**src/rtl/mcr_pkg.sv**
```systemverilog
package mcr_pkg;
  // nearest integer of 0.75*n
  function automatic int win_len(input int n);
    return (3 * n + 2) / 4;
  endfunction
  // nearest integer of 1.5*n
  function automatic int tmo_len(input int n);
    return (3 * n + 1) / 2;
  endfunction
endpackage

```
**src/rtl/mcr_sync.sv**
```systemverilog
module mcr_sync #(
  parameter int STAGES = 2
) (
  input  logic clk,
  input  logic rst_n,
  input  logic din,
  output logic lvl,
  output logic edge_seen
);
  logic [STAGES-1:0] chain;
  logic              last_lvl;

  generate
    for (genvar i = 0; i < STAGES; i++) begin : g_stage
      if (i == 0) begin : g_first
        always_ff @(posedge clk or negedge rst_n)
          if (!rst_n) chain[0] <= 1'b0;
          else        chain[0] <= din;
      end else begin : g_next
        always_ff @(posedge clk or negedge rst_n)
          if (!rst_n) chain[i] <= 1'b0;
          else        chain[i] <= chain[i-1];
      end
    end
  endgenerate

  always_ff @(posedge clk or negedge rst_n)
    if (!rst_n) last_lvl <= 1'b0;
    else        last_lvl <= chain[STAGES-1];

  assign lvl       = chain[STAGES-1];
  assign edge_seen = chain[STAGES-1] ^ last_lvl;
endmodule

```
**src/rtl/mcr_oneshot.sv**
```systemverilog
module mcr_oneshot #(
  parameter int WIN = 12,
  localparam int CW = $clog2(WIN + 1)
) (
  input  logic clk,
  input  logic rst_n,
  input  logic edge_seen,
  output logic arm,
  output logic fire,
  output logic idle
);
  logic [CW-1:0] cnt;

  assign idle = (cnt == '0);
  assign arm  = idle & edge_seen;
  assign fire = (cnt == CW'(1));

  always_ff @(posedge clk or negedge rst_n)
    if (!rst_n)    cnt <= '0;
    else if (arm)  cnt <= CW'(WIN);
    else if (!idle) cnt <= cnt - CW'(1);

  AST_OS_LOAD: assert property (@(posedge clk) disable iff (!rst_n)
    (cnt == '0) && edge_seen |=> cnt == CW'(WIN));
  AST_OS_IGNORE: assert property (@(posedge clk) disable iff (!rst_n)
    (cnt != '0) && edge_seen |=> cnt == $past(cnt) - CW'(1));
endmodule

```
**src/rtl/mcr_lock.sv**
```systemverilog
module mcr_lock #(
  parameter int TMO = 24,
  localparam int TW = $clog2(TMO + 1)
) (
  input  logic clk,
  input  logic rst_n,
  input  logic arm,
  input  logic idle,
  output logic locked
);
  logic [TW-1:0] quiet;

  always_ff @(posedge clk or negedge rst_n)
    if (!rst_n) begin
      locked <= 1'b0;
      quiet  <= '0;
    end else if (arm) begin
      locked <= 1'b1;
      quiet  <= '0;
    end else if (locked && idle) begin
      if (quiet == TW'(TMO - 1)) begin
        locked <= 1'b0;
        quiet  <= '0;
      end else begin
        quiet <= quiet + TW'(1);
      end
    end else begin
      quiet <= '0;
    end

  AST_LOCK_ARM: assert property (@(posedge clk) disable iff (!rst_n)
    arm |=> locked);
  AST_LOCK_DROP: assert property (@(posedge clk) disable iff (!rst_n)
    $fell(locked) |-> $past(idle));
endmodule

```
**src/rtl/mcr_outreg.sv**
```systemverilog
module mcr_outreg (
  input  logic clk,
  input  logic rst_n,
  input  logic fire,
  input  logic lvl,
  input  logic ready,
  output logic valid,
  output logic data
);
  always_ff @(posedge clk or negedge rst_n)
    if (!rst_n) begin
      valid <= 1'b0;
      data  <= 1'b0;
    end else if (fire) begin
      valid <= 1'b1;
      data  <= lvl;
    end else if (valid && ready) begin
      valid <= 1'b0;
    end

  AST_FIRE_VALID: assert property (@(posedge clk) disable iff (!rst_n)
    fire |=> valid && (data == $past(lvl)));
  AST_HOLD: assert property (@(posedge clk) disable iff (!rst_n)
    valid && !ready && !fire |=> valid && $stable(data));
endmodule

```
**src/rtl/mcr_top.sv**
```systemverilog
module mcr_top #(
  parameter int OVS = 16,
  localparam int WIN = mcr_pkg::win_len(OVS),
  localparam int TMO = mcr_pkg::tmo_len(OVS)
) (
  input  logic clk,
  input  logic rst_n,
  input  logic rx_line,
  output logic out_valid,
  input  logic out_ready,
  output logic out_bit,
  output logic locked
);
  logic lvl, edge_seen, arm, fire, idle;

  mcr_sync #(.STAGES(2)) u_sync (
    .clk(clk), .rst_n(rst_n), .din(rx_line),
    .lvl(lvl), .edge_seen(edge_seen));

  mcr_oneshot #(.WIN(WIN)) u_win (
    .clk(clk), .rst_n(rst_n), .edge_seen(edge_seen),
    .arm(arm), .fire(fire), .idle(idle));

  mcr_lock #(.TMO(TMO)) u_lock (
    .clk(clk), .rst_n(rst_n), .arm(arm), .idle(idle), .locked(locked));

  mcr_outreg u_out (
    .clk(clk), .rst_n(rst_n), .fire(fire), .lvl(lvl), .ready(out_ready),
    .valid(out_valid), .data(out_bit));

  AST_FIRE_LOCKED: assert property (@(posedge clk) disable iff (!rst_n)
    fire |-> locked);
  AST_RESET_QUIET: assert property (@(posedge clk)
    !rst_n |=> !out_valid && !locked);
endmodule

```
**config.mk**
```make
export PLATFORM = sky130hd
export DESIGN_NAME = mcr_top
export DESIGN_NICKNAME = d
export VERILOG_FILES = /design/src/rtl/mcr_pkg.sv /design/src/rtl/mcr_sync.sv /design/src/rtl/mcr_oneshot.sv /design/src/rtl/mcr_lock.sv /design/src/rtl/mcr_outreg.sv /design/src/rtl/mcr_top.sv
export SDC_FILE = /design/constraint.sdc
export NUM_CORES = 1
export LEC_CHECK = 0
export ABC_CLOCK_PERIOD_IN_PS = 1700
export BUFFER_PORTS_ARGS = -buffer_cell sky130_fd_sc_hd__buf_2
export CAP_MARGIN = 5
export CORE_AREA = 2 2 40 42
export CTS_CLUSTER_DIAMETER = 30
export DETAILED_ROUTE_END_ITERATION = 8
export DIE_AREA = 0 0 42 44
export GPL_ROUTABILITY_DRIVEN = 0
export PLACE_DENSITY = 0.66
export SLEW_MARGIN = 10
export SYNTH_ARGS = -nofsm -noshare
export SYNTH_HDL_FRONTEND = slang
export SYNTH_SLANG_ARGS = --single-unit
```
**constraint.sdc**
```tcl
create_clock -name clk -period 1.7 [get_ports clk]
set_input_delay 0 -clock clk [delete_from_list [all_inputs] [get_ports clk]]
set_output_delay 0 -clock clk [all_outputs]
set_load 0.05 [all_outputs]
```
==> summary.md, run 1 <==
| Metric | Value |
|---|---|
| Result of the run | finished, final reports clean |
| # diodes | 0 |
| Maximum number of pins on one net before global-route repair | 16 |
| End of the worst register-to-register path | u_lock.locked$_DFFE_PN0P_ |
| Clock period minus worst slack | 1480 ps |
| Maximum achievable frequency | 676 MHz |
| Post-Route WL | 997 um |
| Endpoints failing hold | 0 |
| Io pins | 7 |
| Total Die Area | 1850 um^2 |
| CP max FO | 5 |
| Number of sinks handled by clock tree synthesis | 15 |
| Placed cell areas | 728 um^2 |
| Max Buffers Root-to-Sink | 2 |
| RSZ-0062 raised after global routing | false |
| CP arrival | 1650 ps |
| Max IR drop VDD | 0.000847 V |
| Area overhead of the layout relative to synthesis | 18.5% |
| Clock-pin slew reported for the worst setup and hold paths after clock tree synthesis | 90 ps |
| Clk_lat worst skew | 280 ps |
| Synth Cell Area | 663 um^2 |
| WL per Instance | 11.5 um |
| Final number of setup-violating endpoints | 0 |
| YS warnings | 0 |
| Reg-to-reg slack, setup | 220 ps |
| Total power density per cell area | 1560 nW/um^2 |
| Seq cells post-synth | 15 |
| Total GRT Usage | 12.6% |
| Number of DRC markers after the initial detailed-route iteration | 6 |
| Die width | 42 um |
| Slew of the pin with the lowest slew margin | 478 ps |
| Post-route cell area | 786 um^2 |
| Post-Syn Instances | 56 |
| FILL cells | 135 |
| Post CTS Setup Buffer Count | 0 |
| Total congestion overflow after global routing | 0 |
| Number of distinct library cells after synthesis | 19 |
| # nets final | 79 |
| Worst reg2reg path depth | 5 |
| Core area | 1420 um^2 |
| Net count after synthesis | 63 |
| Clk Tree Root Cell | sky130_fd_sc_hd__clkbuf_4 |
| Antenna Violating Nets Remaining | 0 |
| Part of the cycle the worst path needs | 87.0% |
| DPL Wire Length | 693 um |
| Final setup skew | 2.13 ps |
| Relative max-transition margin | 67.8% |
| Category of the worst setup path launch point | flop |
| Count of buffers inserted at the top-level ports | 6 |
| Type of the worst setup path | flop to flop |
| Worst hold slack | 134 ps |
| Aggregate negative setup slack | 0 ps |
| Wire length of the first global-routing pass | 1650 um |
| DR DRC count | 0 |
| Multi-input gate area in the final layout | 269 um^2 |
| Number of max-cap violations | 0 |
| Synthesized area divided by synthesized cell count | 11.8 um^2 |
| Routed vias/inst | 5.11 |
| DIE HEIGHT | 44 um |
| Number of antenna violations at the first check in global routing | 0 |
| Effective utilization at floorplan | 46.7% |
| Drt first pass iters | 4 |
| TritonCTS clock tree | done |
| Sequential cell area | 375 um^2 |
| Layout cells sized above 1 | 23.9% |
| Static leakage | 0.345 nW |
| H-Tree Depth | 1 |
| Via count of the first global-routing pass | 357 |
| Hold/Removal Path Class | input pin to async pin |
| Crit path required time | 1870 ps |
| Pins Over Slew Limit | 0 |
| Via total after detailed routing | 445 |
| Source of the worst register-to-register timing path | u_win.cnt[0]$_DFFE_PN0P_ |
| Critical Path Sink Type | flop |
| Standard-cell rows | 14 |
| Number of clock buffers inserted by TritonCTS | 3 |
| Share of synthesized area occupied by flip-flops and latches | 56.6% |
[through the flow]
stage	instances	total power, mW	utilization [%]	setup slack [ps]
after detailed placement	80	1.03	51.3	254
after global routing	87	1.32	55.4	115
after floorplan	56	0.916	-	336
after CTS	87	1.24	55.4	228
final	87	1.23	55.4	220
after global placement	80	1.02	51.3	301
[cells in the mapped netlist, drive strengths merged]
master	instances	area (um^2)
nor4	1	6.26
xnor2	2	17.5
o21ai	5	25.0
nand4	1	6.26
or3b	1	8.76
nor2	5	18.8
xor2	1	8.76
a21oi	2	10.0
ha	3	37.5
nand2	3	11.3
inv	5	18.8
a211oi	1	7.51
nor3b	1	12.5
dfrtp	15	375
nand4b	2	17.5
and3	1	11.3
a2111oi	1	27.5
nand3	4	20.0
mux2	2	22.5
[cells by family after synthesis]
family                   share of synthesized area [%]
AO/OA/AOI/OAI                                     10.6
XOR/XNOR                                          3.96
buffers and inverters                             2.83
AND/OR/NAND/NOR                                   17.0
adder cells (fa/ha/maj)                           5.66
flip-flops                                        56.6
multiplexers                                      3.40
[what timing repair did]
item                      CTS  global route
resized for setup           0             0
hold endpoints to repair   17             0
hold buffers                3             0
[registers in the layout, summed over array words and instances (netlist names)]
signal	flops
u_lock.locked	1
u_lock.quiet	5
u_out.data	1
u_out.valid	1
u_sync.chain	1
u_sync.last_lvl	1
u_sync.lvl	1
u_win.cnt	4
[worst max path at each step]
stage                                         from                         to  slack [ps]  cells after the start
after CTS                 u_win.cnt[0]$_DFFE_PN0P_  u_lock.locked$_DFFE_PN0P_         230                      5
after global placement    u_win.cnt[0]$_DFFE_PN0P_  u_lock.locked$_DFFE_PN0P_         300                      5
after global routing      u_win.cnt[0]$_DFFE_PN0P_  u_lock.locked$_DFFE_PN0P_         120                      5
after detailed placement  u_win.cnt[0]$_DFFE_PN0P_  u_lock.locked$_DFFE_PN0P_         250                      5
after floorplan           u_win.cnt[0]$_DFFE_PN0P_  u_lock.locked$_DFFE_PN0P_         340                      5
final                     u_win.cnt[0]$_DFFE_PN0P_  u_lock.locked$_DFFE_PN0P_         220                      5
[cell usage in the layout (no fill, tap or decap), drive strengths merged, types with 2 or more instances in the layout]
master       netlist  final
dfrtp             15     15
clkbuf             0      3
buf                0      8
nand2              3      3
inv                5      5
dlygate4sd3        0      3
ha                 3      3
nor2               5      5
nand4b             2      2
xnor2              2      2
a21oi              2      2
mux2               2      2
o21ai              5      5
nand3              4      4
[layer usage]
layer / up-vias / GRT usage, % / share of wire [%]
li1: 225 / - / -
met1: 205 / 18.5 / 54
met2: 10 / 15.0 / 39
met3: 5 / 2.50 / 3.2
met4: 0 / 11.6 / 3.3
met5: - / 0 / 0
[cell type report]
cell class                      count  share of cell area, %
Clock buffer                        3                   2.87
Clock inverter                      1                  0.637
Inverter                            5                   2.39
Sequential cell                    15                   47.8
Multi-Input combinational cell     36                   34.2
Timing Repair Buffer               11                   9.55
Tap cell                           16                   2.55
[worst max-delay path, cell delays in order, from the launching register on]
cell and delay (ps):
sky130_fd_sc_hd__dfrtp_1 430, sky130_fd_sc_hd__inv_1 90, sky130_fd_sc_hd__ha_1 230, sky130_fd_sc_hd__or3b_1 380, sky130_fd_sc_hd__o21ai_0 140, sky130_fd_sc_hd__o21ai_0 90
[power by group]
group / total, mW / leakage [nW] / internal, mW / switching (mW)
Combinational: 0.482 / 0.140 / 0.198 / 0.285
Sequential: 0.546 / 0.187 / 0.449 / 0.0972
Clock: 0.198 / 0.0177 / 0.0874 / 0.111
No activity file was read; power rests on OpenSTA's default activity.
==> run 2: changes to the inputs <==
Settings changed: CORE_AREA 2 2 40 42 to 2 2 42 44, DIE_AREA 0 0 42 44 to 0 0 44 46, PLACE_DENSITY 0.66 to unset.
==> summary.md, run 2 (same netlist as run 1, synthesis figures left out) <==
| Metric | Value |
|---|---|
| Io pins | 7 (unchanged) |
| Count of buffers inserted at the top-level ports | 6 (unchanged) |
| Via total after detailed routing | 417 (-6.3%) |
| CP arrival | 1620 ps (-30 ps) |
| End of the worst register-to-register path | u_lock.locked$_DFFE_PN0P_ |
| Top library cells by usage in the layout, fill and taps aside | sky130_fd_sc_hd__dfrtp_1 (15), sky130_fd_sc_hd__buf_2 (6), sky130_fd_sc_hd__nor2_1 (5), sky130_fd_sc_hd__inv_1 (5), sky130_fd_sc_hd__o21ai_0 (5) |
| Post-Route WL | 978 um (-1.9%) |
| Die width | 44 um (+4.8%) |
| Area overhead of the layout relative to synthesis | 18.7% |
| Wire length of the first global-routing pass | 1650 um (unchanged) |
| Layout cells sized above 1 | 23.9% (unchanged) |
| Effective utilization at floorplan | 41.1% (-5.7 points) |
| CP max FO | 5 (unchanged) |
| Antenna Violating Nets Remaining | 0 (unchanged) |
| Final setup skew | 2.99 ps (+0.865 ps) |
| Max IR drop VDD | 0.000841 V (-0.64%) |
| Worst setup slack before clock tree synthesis | 253 ps (-1.07 ps) |
| Maximum number of pins on one net before global-route repair | 16 (unchanged) |
| DPL Wire Length | 749 um (+8.1%) |
| Total Die Area | 2020 um^2 (+9.5%) |
| Worst hold slack | 146 ps (+11.9 ps) |
| Pins Over Slew Limit | 0 (unchanged) |
| RSZ-0062 raised after global routing | false |
| Switching power | 496 uW (+0.79%) |
| Clock share of power | 16.3% (about the same) |
| Max Buffers Root-to-Sink | 2 (unchanged) |
| Share of total power in combinational logic | 39.5% (+0.2 points) |
| Number of max-cap violations | 0 (unchanged) |
| Count of placed standard cells including taps | 81 (+1.3%) |
| Slew of the pin with the lowest slew margin | 473 ps (-5.73 ps) |
| Via count of the first global-routing pass | 376 (+5.3%) |
| Seq pwr share | 44.2% (-0.3 points) |
| Final number of setup-violating endpoints | 0 (unchanged) |
| Category of the worst setup path launch point | flop |
| Maximum achievable frequency | 691 MHz (+2.2%) |
| Total GRT Usage | 11.7% (-0.85 points) |
| Standard-cell rows | 15 (+1) |
| TritonCTS clock tree | done |
| Critical Path Sink Type | flop |
| Source of the worst register-to-register timing path | u_win.cnt[0]$_DFFE_PN0P_ |
| Hold/Removal Path Class | input pin to async pin |
| Clk_lat worst skew | 280 ps (about the same) |
| Most common cell after layout, fill and taps aside | sky130_fd_sc_hd__dfrtp_1 |
| # diodes | 0 (unchanged) |
| Clock-pin slew reported for the worst setup and hold paths after clock tree synthesis | 90 ps (about the same) |
| Largest registers in the final layout | u_lock.quiet: 5 flops, u_win.cnt: 4 flops |
| Most flops, register | u_lock.quiet |
| Reg-to-reg slack, setup | 250 ps (+30 ps) |
| DR DRC count | 0 (unchanged) |
| Aggregate negative setup slack | 0 ps (unchanged) |
| Clk Tree Root Cell | sky130_fd_sc_hd__clkbuf_4 |
| Switch share | 40.3% (+0.15 points) |
| Flip-flop count of the largest register, all copies and words added | 5 (unchanged) |
| Post-route cell area | 787 um^2 (+0.16%) |
| Total congestion overflow after global routing | 0 (unchanged) |
| Total power density per cell area | 1560 nW/um^2 (+0.26%) |
| WL per Instance | 11.1 um (-3.0%) |
| Setup slack of the critical path after layout | 252 ps (+32.0 ps) |
| Result of the run | finished, final reports clean |
| Number of clock buffers inserted by TritonCTS | 3 (unchanged) |
| Core area | 1610 um^2 (+14%) |
| Drt first pass iters | 1 (-3) |
| Final cell count without fillers | 88 (+1.1%) |
| Cell Int Power | 735 uW (+0.18%) |
| Relative max-transition margin | 68.2% (+0.39 points) |
| Worst reg2reg path depth | 5 (unchanged) |
| Clock period minus worst slack | 1450 ps (-32.0 ps) |
| # nets final | 79 (unchanged) |
| Static leakage | 0.345 nW (unchanged) |
| Number of antenna violations at the first check in global routing | 0 (unchanged) |
| H-Tree Depth | 1 (unchanged) |
| Post CTS Setup Buffer Count | 0 (unchanged) |
| Type of the worst setup path | flop to flop |
| Number of sinks handled by clock tree synthesis | 15 (unchanged) |
| Routed vias/inst | 4.74 (-7.4%) |
| Endpoints failing hold | 0 (unchanged) |
| Placed cell areas | 729 um^2 (+0.17%) |
| Crit path required time | 1870 ps (about the same) |
| Number of DRC markers after the initial detailed-route iteration | 0 (-6) |
| DIE HEIGHT | 46 um (+4.5%) |
| Part of the cycle the worst path needs | 85.2% (-1.9 points) |
[run 2: worst max-delay path, stage by stage, from the launching register on]
cell	delay, ps
sky130_fd_sc_hd__dfrtp_1	430
sky130_fd_sc_hd__inv_1	90
sky130_fd_sc_hd__ha_1	220
sky130_fd_sc_hd__or3b_1	370
sky130_fd_sc_hd__o21ai_0	140
sky130_fd_sc_hd__o21ai_0	90
[run 2: stage by stage]
| stage | utilization, % | power, mW |
|---|---|---|
| after floorplan | - | 0.916 |
| after global placement | 45.2 | 1.03 |
| after detailed placement | 45.2 | 1.04 |
| after CTS | 48.8 | 1.25 |
| after global routing | 48.8 | 1.33 |
| final | 48.8 | 1.23 |
[run 2: final cells by class]
type | instances | area, um^2
fillers | 145 | 827
flip-flops and latches | 15 | 375
multi-input cells | 36 | 269
repair buffers | 11 | 75.1
clock buffers | 3 | 22.5
well taps | 17 | 21.3
inverters | 5 | 18.8
clock inverters | 1 | 5.00
[run 2: worst max-delay path by stage]
stage | start | endpoint | slack, ps | depth (start not counted)
final | u_win.cnt[0]$_DFFE_PN0P_ | u_lock.locked$_DFFE_PN0P_ | 250 | 5
after global routing | u_win.cnt[0]$_DFFE_PN0P_ | u_lock.locked$_DFFE_PN0P_ | 120 | 5
after CTS | u_win.cnt[0]$_DFFE_PN0P_ | u_lock.locked$_DFFE_PN0P_ | 240 | 5
after detailed placement | u_win.cnt[0]$_DFFE_PN0P_ | u_lock.locked$_DFFE_PN0P_ | 250 | 5
after global placement | u_win.cnt[0]$_DFFE_PN0P_ | u_lock.locked$_DFFE_PN0P_ | 300 | 5
after floorplan | u_win.cnt[0]$_DFFE_PN0P_ | u_lock.locked$_DFFE_PN0P_ | 340 | 5
[run 2: layer usage]
metal | vias to the layer above | share of wire [%] | global-route usage [%]
met1 | 183 | 56 | 16.6
li1 | 229 | - | -
met2 | 3 | 40 | 15.3
met4 | 0 | 1.2 | 9.09
met3 | 2 | 2.7 | 2.38
met5 | - | 0 | 0
[run 2: what timing repair did]
| item | CTS | global route |
|---|---|---|
| hold buffers | 3 | 0 |
| gates resized for setup | 0 | 0 |
| endpoints found under the hold margin | 17 | 0 |
[run 2: power groups by stage]
stage / Sequential [mW] / Clock, mW / Combinational [mW]
6_report: 0.545 / 0.200 / 0.487
5_1_grt: 0.562 / 0.226 / 0.537
4_1_cts: 0.545 / 0.211 / 0.493
3_5_place_dp: 0.553 / 0 / 0.486
3_3_place_gp: 0.550 / 0 / 0.476
2_1_floorplan: 0.649 / 0 / 0.267
